$ cat src/rtl/irq_pkg.sv
package irq_pkg;

    typedef enum logic {
        REG_ENABLE = 1'b0,
        REG_SWCTL  = 1'b1
    } irq_reg_e;

    localparam int SWCTL_SET_BIT = 0;
    localparam int SWCTL_CLR_BIT = 1;

    typedef struct packed {
        logic set;
        logic clr;
    } swi_cmd_t;

endpackage

$ cat src/rtl/irq_regs.sv
module irq_regs
    import irq_pkg::*;
#(
    parameter int N = 5
) (
    input  logic         clk_i,
    input  logic         rst_ni,
    input  logic         wr_en_i,
    input  logic         wr_addr_i,
    input  logic [N-1:0] wr_data_i,
    input  logic         ack_sw_i,
    output logic [N-1:0] enable_o,
    output logic         swi_o
);

    typedef struct packed {
        logic [N-1:0] enable;
        logic         swi;
    } regs_t;

    regs_t    st_d, st_q;
    swi_cmd_t cmd;

    always_comb begin
        st_d    = st_q;
        cmd.set = wr_en_i && (irq_reg_e'(wr_addr_i) == REG_SWCTL) && wr_data_i[SWCTL_SET_BIT];
        cmd.clr = wr_en_i && (irq_reg_e'(wr_addr_i) == REG_SWCTL) && wr_data_i[SWCTL_CLR_BIT];
        if (wr_en_i && (irq_reg_e'(wr_addr_i) == REG_ENABLE)) begin
            st_d.enable = wr_data_i;
        end
        // priority: clear, then set, then acknowledge
        if (cmd.clr) begin
            st_d.swi = 1'b0;
        end else if (cmd.set) begin
            st_d.swi = 1'b1;
        end else if (ack_sw_i) begin
            st_d.swi = 1'b0;
        end
    end

    always_ff @(posedge clk_i or negedge rst_ni) begin
        if (!rst_ni) begin
            st_q <= '0;
        end else begin
            st_q <= st_d;
        end
    end

    assign enable_o = st_q.enable;
    assign swi_o    = st_q.swi;

    p_swi_clear_r4: assert property (@(posedge clk_i) disable iff (!rst_ni)
        cmd.clr |=> !swi_o);

    p_swi_set_r4: assert property (@(posedge clk_i) disable iff (!rst_ni)
        (cmd.set && !cmd.clr) |=> swi_o);

    p_swi_ack_r9: assert property (@(posedge clk_i) disable iff (!rst_ni)
        (ack_sw_i && !cmd.set) |=> !swi_o);

    p_swi_hold_r9: assert property (@(posedge clk_i) disable iff (!rst_ni)
        (swi_o && !ack_sw_i && !cmd.clr) |=> swi_o);

    p_enable_write_r10: assert property (@(posedge clk_i) disable iff (!rst_ni)
        (wr_en_i && !wr_addr_i) |=> (enable_o == $past(wr_data_i)));

endmodule

$ cat src/rtl/irq_prio_enc.sv
module irq_prio_enc #(
    parameter int N    = 5,
    parameter int ID_W = 3
) (
    input  logic [N-1:0]    elig_i,
    output logic [N-1:0]    grant_o,
    output logic            any_o,
    output logic [ID_W-1:0] id_o
);

    logic [N:0] blocked;

    assign blocked[0] = 1'b0;

    genvar g;
    generate
        for (g = 0; g < N; g++) begin : g_chain
            assign grant_o[g]   = elig_i[g] & ~blocked[g];
            assign blocked[g+1] = blocked[g] | elig_i[g];
        end
    endgenerate

    assign any_o = blocked[N];

    always_comb begin
        id_o = '0;
        for (int i = 0; i < N; i++) begin
            if (grant_o[i]) begin
                id_o = id_o | ID_W'(i);
            end
        end
    end

endmodule

$ cat src/rtl/irq_arbiter.sv
module irq_arbiter
    import irq_pkg::*;
#(
    parameter  int NUM_DEV = 4,
    localparam int N       = NUM_DEV + 1,
    localparam int ID_W    = $clog2(N + 1)
) (
    input  logic               clk_i,
    input  logic               rst_ni,
    input  logic [NUM_DEV-1:0] dev_req_i,
    input  logic               nmi_i,
    input  logic               gdis_i,
    input  logic               wr_en_i,
    input  logic               wr_addr_i,
    input  logic [N-1:0]       wr_data_i,
    input  logic               ack_i,
    output logic               irq_o,
    output logic [ID_W-1:0]    irq_id_o,
    output logic               irq_nmi_o
);

    localparam int              SW_IDX = NUM_DEV;
    localparam logic [ID_W-1:0] NMI_ID = '1;

    logic [N-1:0]    enable_q;
    logic            swi_q;
    logic [N-1:0]    pend;
    logic [N-1:0]    elig;
    logic [N-1:0]    grant;
    logic            any_mask;
    logic [ID_W-1:0] enc_id;
    logic            ack_sw;

    assign pend = {swi_q, dev_req_i};
    assign elig = pend & enable_q & {N{~gdis_i}};

    irq_prio_enc #(
        .N    (N),
        .ID_W (ID_W)
    ) u_enc (
        .elig_i  (elig),
        .grant_o (grant),
        .any_o   (any_mask),
        .id_o    (enc_id)
    );

    assign ack_sw = ack_i & ~nmi_i & grant[SW_IDX];

    irq_regs #(
        .N (N)
    ) u_regs (
        .clk_i     (clk_i),
        .rst_ni    (rst_ni),
        .wr_en_i   (wr_en_i),
        .wr_addr_i (wr_addr_i),
        .wr_data_i (wr_data_i),
        .ack_sw_i  (ack_sw),
        .enable_o  (enable_q),
        .swi_o     (swi_q)
    );

    always_comb begin
        irq_nmi_o = nmi_i;
        irq_o     = nmi_i | any_mask;
        irq_id_o  = nmi_i ? NMI_ID : enc_id;
    end

    p_nmi_wins_r6: assert property (@(posedge clk_i) disable iff (!rst_ni)
        nmi_i |-> (irq_o && irq_nmi_o && irq_id_o == NMI_ID));

    p_gdis_quiet_r5: assert property (@(posedge clk_i) disable iff (!rst_ni)
        (gdis_i && !nmi_i) |-> !irq_o);

    p_one_grant_r3: assert property (@(posedge clk_i) disable iff (!rst_ni)
        $onehot0(grant));

    p_id_range_r3: assert property (@(posedge clk_i) disable iff (!rst_ni)
        (irq_o && !nmi_i) |-> (int'(irq_id_o) < N));

    p_idle_id_r7: assert property (@(posedge clk_i) disable iff (!rst_ni)
        !irq_o |-> (irq_id_o == '0));

endmodule

$ cat config.mk
export PLATFORM = sky130hd
export DESIGN_NAME = irq_arbiter
export DESIGN_NICKNAME = d
export VERILOG_FILES = /design/src/rtl/irq_pkg.sv /design/src/rtl/irq_regs.sv /design/src/rtl/irq_prio_enc.sv /design/src/rtl/irq_arbiter.sv
export SDC_FILE = /design/constraint.sdc
export NUM_CORES = 1
export LEC_CHECK = 0
export ABC_AREA = 0
export BUFFER_PORTS_ARGS = -buffer_cell sky130_fd_sc_hd__buf_2
export CORE_MARGIN = 2
export CORE_UTILIZATION = 30
export CTS_BUF_LIST = sky130_fd_sc_hd__clkbuf_8
export CTS_CLUSTER_DIAMETER = 60
export CTS_CLUSTER_SIZE = 16
export DETAILED_ROUTE_END_ITERATION = 6
export GPL_TIMING_DRIVEN = 0
export MAX_ROUTING_LAYER = met4
export PLACE_DENSITY = 0.65
export SLEW_MARGIN = 20
export SYNTH_ARGS = -nofsm -noshare
export SYNTH_HDL_FRONTEND = slang
export SYNTH_HIERARCHICAL = 1
export SYNTH_SLANG_ARGS = --single-unit
$ cat constraint.sdc
create_clock -name clk_i -period 1.6 [get_ports clk_i]
set_input_delay 0.24 -clock clk_i [delete_from_list [all_inputs] [get_ports clk_i]]
set_output_delay 0.24 -clock clk_i [all_outputs]
set_load 0.01 [all_outputs]
# == Yosys cells after proc, flatten, opt, wreduce, memory -nomap -nowiden ==
# Cells that the tools add are included.
# Widths: inputs -> output; s select.
# word_totals
regBits,6
elab_cells,35
out_inout_bits,5
# classes
reduce_logical,5
n_mux,8
n_bitwise,20
# op_table
op,n
$and 5x5->5,2
$not 1->1,7
$and 1x1->1,6
$mux 3,2
$or 1x1->1,5
$logic_and 1x1->1,4
$mux 1,4
$mux 2,2
$reduce_bool 3->1,1

# == Longest topological paths before layout ==
# depth
depth_word,11
depth_mapped,6
ltp_nobuf,6

# == Hierarchy ==
# The synthesis kept the hierarchy.
# modules_own_cells
mod,area_each_um2,seq_area_each_um2,cells_each,instances
irq_regs,240.2,150.1,15,1
irq_arbiter,85.1,0.0,11,1
irq_prio_enc,83.8,0.0,13,1

# == Worst setup path before layout ==
# OpenSTA, ideal clock, no wires.
# synth_timing
path_kind,register to output
from,"register u_regs.st_q, in the netlist u_regs/enable_o[0]"
to,output port irq_id_o[2]
arrival_ns,1.126
slack_ns,0.234
path_buffers,1
path_stages_with_launch,6
path_cell_list,dfrtp_1 -> and3b_1 -> nor2_2 -> and3_1 -> buf_4 -> or2_1
# synth_via
elab_chain_cells,9
# synth_lines
item,line_no,text
"start, declared",irq_regs.sv:21,"regs_t st_d, st_q;"
"start signal, assigned",irq_regs.sv:45,st_q <= st_d;
$and 5x5->5 (2 in a row),irq_arbiter.sv:35,assign elig = pend & enable_q & {N{~gdis_i}};
via elig[0],irq_arbiter.sv:28,logic [N-1:0] elig;
$or 1x1->1 (3 in a row),irq_prio_enc.sv:19,assign blocked[g+1] = blocked[g] | elig_i[g];
$not 1->1,irq_prio_enc.sv:18,assign grant_o[g] = elig_i[g] & ~blocked[g];
$and 1x1->1,irq_prio_enc.sv:18,
via grant[4],irq_arbiter.sv:29,logic [N-1:0] grant;
$mux 3,irq_prio_enc.sv:28,if (grant_o[i]) begin
via enc_id[2],irq_arbiter.sv:31,logic [ID_W-1:0] enc_id;
$mux 3,irq_arbiter.sv:65,irq_id_o = nmi_i ? NMI_ID : enc_id;
"end, declared",irq_arbiter.sv:18,"output logic [ID_W-1:0] irq_id_o,"
# The timed path passes the listed nets, and every way through them passes these cells.

# == Worst setup path after layout ==
# layout_timing
from,"register u_regs.st_q, in the netlist u_regs/enable_o[2]"
to,output port irq_o
# layout_via
elab_chain_cells,6
# layout_lines
item,line_no,text
$and 5x5->5 (2 in a row),irq_arbiter.sv:35,
via elig[2],irq_arbiter.sv:28,
$or 1x1->1 (3 in a row),irq_prio_enc.sv:19,
via any_mask,irq_arbiter.sv:30,logic any_mask;
$or 1x1->1,irq_arbiter.sv:64,irq_o = nmi_i | any_mask;
"end, declared",irq_arbiter.sv:17,"output logic irq_o,"
# The timed path passes the listed nets, and every way through them passes these cells.

==> qor.yml <==
status: "finished, violations left"
violations: "negative setup slack"
n_fill_cell: 110
yosysWarnings: 6
ant_nets: 0
drive_gt1_share_pct: 73.0
required_ns: 1.36
grt_max_degree: 7
cts_tree: "built"
power_density_nw_per_um2: 890
drt-pass1-iter-count: 2
nNetsFinal: 81
finalCritPeriodShare_pct: 100
max_freq_ghz: 0.623
fin_ws_ns: -0.00470
cts_max_level: 1
critical_path_class: "register to output pin"
first_global_vias: 337
cp_max_fo: 3
ios: 21
cts_made_buffers: 3
gr-total-overflow: 0
cts_root_buf: "clkbuf_8"
areaGrowthSynthToFinish_pct: 59.5
avgSynthCellArea_sq_um: 11.0
setup_viol: 1
gp_congestion: 0.622
start_kind: "register"
finalHoldViolCount: 0
dieWidth_microns: 39.9
viasPerCell: 4.62
relSlewSlack_pct: 89.1
worstPathArrival_ns: 1.36
cap_violations: 0
met1_usage_pct: 13.4
syn-cell-area_sq_um: 387
antenna_found_initial: 0
syn-instance-count: 35
post_drt_wl_per_cell_microns: 10.6
synth_nets: 51
cts_sinks: 6
hp-start: "wr_data_i[1]"
hold_path_class: "input port to register"
grt_usage_pct: 13.7
grt_pass1_wl_mm: 1.30
met2_usage_pct: 21.8
clock_latency_ns: 0.22
fin_worst_skew_ns: 0.00103
fin_tns_setup_ns: -0.00470
core_sq_um: 1160
die-area_sq_um: 1590
die_h_microns: 39.9
gr-usage-met3_pct: 1.70
dpl_cell_area_sq_um: 504
vias: 356
port_buffers: 20
tightest_slew_ns: 0.163
p_leak_nw: 0.314
initial_utilization_pct: 33.4
busiest_layer: "met2"
fin_area_sq_um: 617
period_needed_ns: 1.60
fp-row-count: 12
routed_wl_microns: 820
drtIter0Drc: 2
cts.path.max_buffers: 2
crit_start: "u_regs/enable_o[2]"
crit_path_end_kind: "output pin"
cts.clk_slew.worst_paths_ns: 0.03
dp_hpwl_microns: 600
num_antenna_cells: 0
drv_slew: 0
pre_cts_ws_ns: 0.0116
rsz0062_at_grt: "true"
drc: 0
irDropWorstVdd_v: 0.000714
r2r-start: "u_regs/enable_o[2]"
p_total_mw: 0.549
cell type report:
class,instances,area [sq um],area share [%]
Inverter,1,3.75,0.609
Clock buffer,3,41.3,6.69
Multi-Input combinational cell,26,241,39.1
Tap cell,14,17.5,2.84
Buffer,1,7.51,1.22
Sequential cell,6,150,24.3
Timing Repair Buffer,26,155,25.2
layout by cell type (no fill, tap or decap), types with 2 or more instances in the layout:
master and instances:
buf_2 20, dfrtp_1 6, mux2_2 5, or2_1 4, and3b_2 4, buf_4 4
clkbuf_8 3, and3b_1 2, buf_6 2
path summary, 6_finish.rpt:
kind / end / slack, ns / cells past startpoint
worst min-delay path: u_regs/swi_o / 0.24 / 2
min in group asynchronous: u_regs/enable_o[1] / 0.37 / 2
worst max-delay path: irq_o / -0.005 / 5
worst min register to register: u_regs/enable_o[3] / 0.50 / 1
max in group asynchronous: u_regs/enable_o[3] / 1.09 / 2
worst max register to register: u_regs/swi_o / 0.25 / 6
repair_timing:
action / in CTS / in global routing
setup buffers: 4 / 1
hold buffers: 1 / 0
endpoints found under the setup margin: 1 / 4
pin swaps: 7 / 5
endpoints found under the hold margin: 6 / 0
gates resized for setup: 7 / 4
state kept, by name (all words and copies together) (netlist names):
name and flops:
u_regs/swi_o 1, u_regs/enable_o 5
per-layer routing:
metal	up-vias	wire length [microns]
met5	-	0
met4	0	31
met3	4	48
met2	15	414
met1	160	325
li1	177	-
per-stage QoR:
stage / hold WS (ns) / cells / utilization [%]
4_1_cts: 0.236 / 76 / 51.6
2_1_floorplan: -0.0556 / 35 / -
5_1_grt: 0.255 / 77 / 53.4
3_3_place_gp: 0.0685 / 69 / 43.6
6_report: 0.240 / 77 / 53.4
3_5_place_dp: 0.0686 / 69 / 43.6
power by group:
group | switching (mW) | total [mW] | internal, mW | leakage (nW)
Sequential | 0.0111 | 0.187 | 0.176 | 0.0707
Combinational | 0.0535 | 0.139 | 0.0858 | 0.222
Clock | 0.0615 | 0.223 | 0.161 | 0.0216
Total | 0.126 | 0.549 | 0.423 | 0.314
critical path: stages, from the launching register on:
cell	delay [ns]
dfrtp_1	0.37
and3b_2	0.22
nor2_4	0.14
nand3b_1	0.07
or2_1	0.20
buf_2	0.14
No activity file was read; power rests on OpenSTA's default activity.
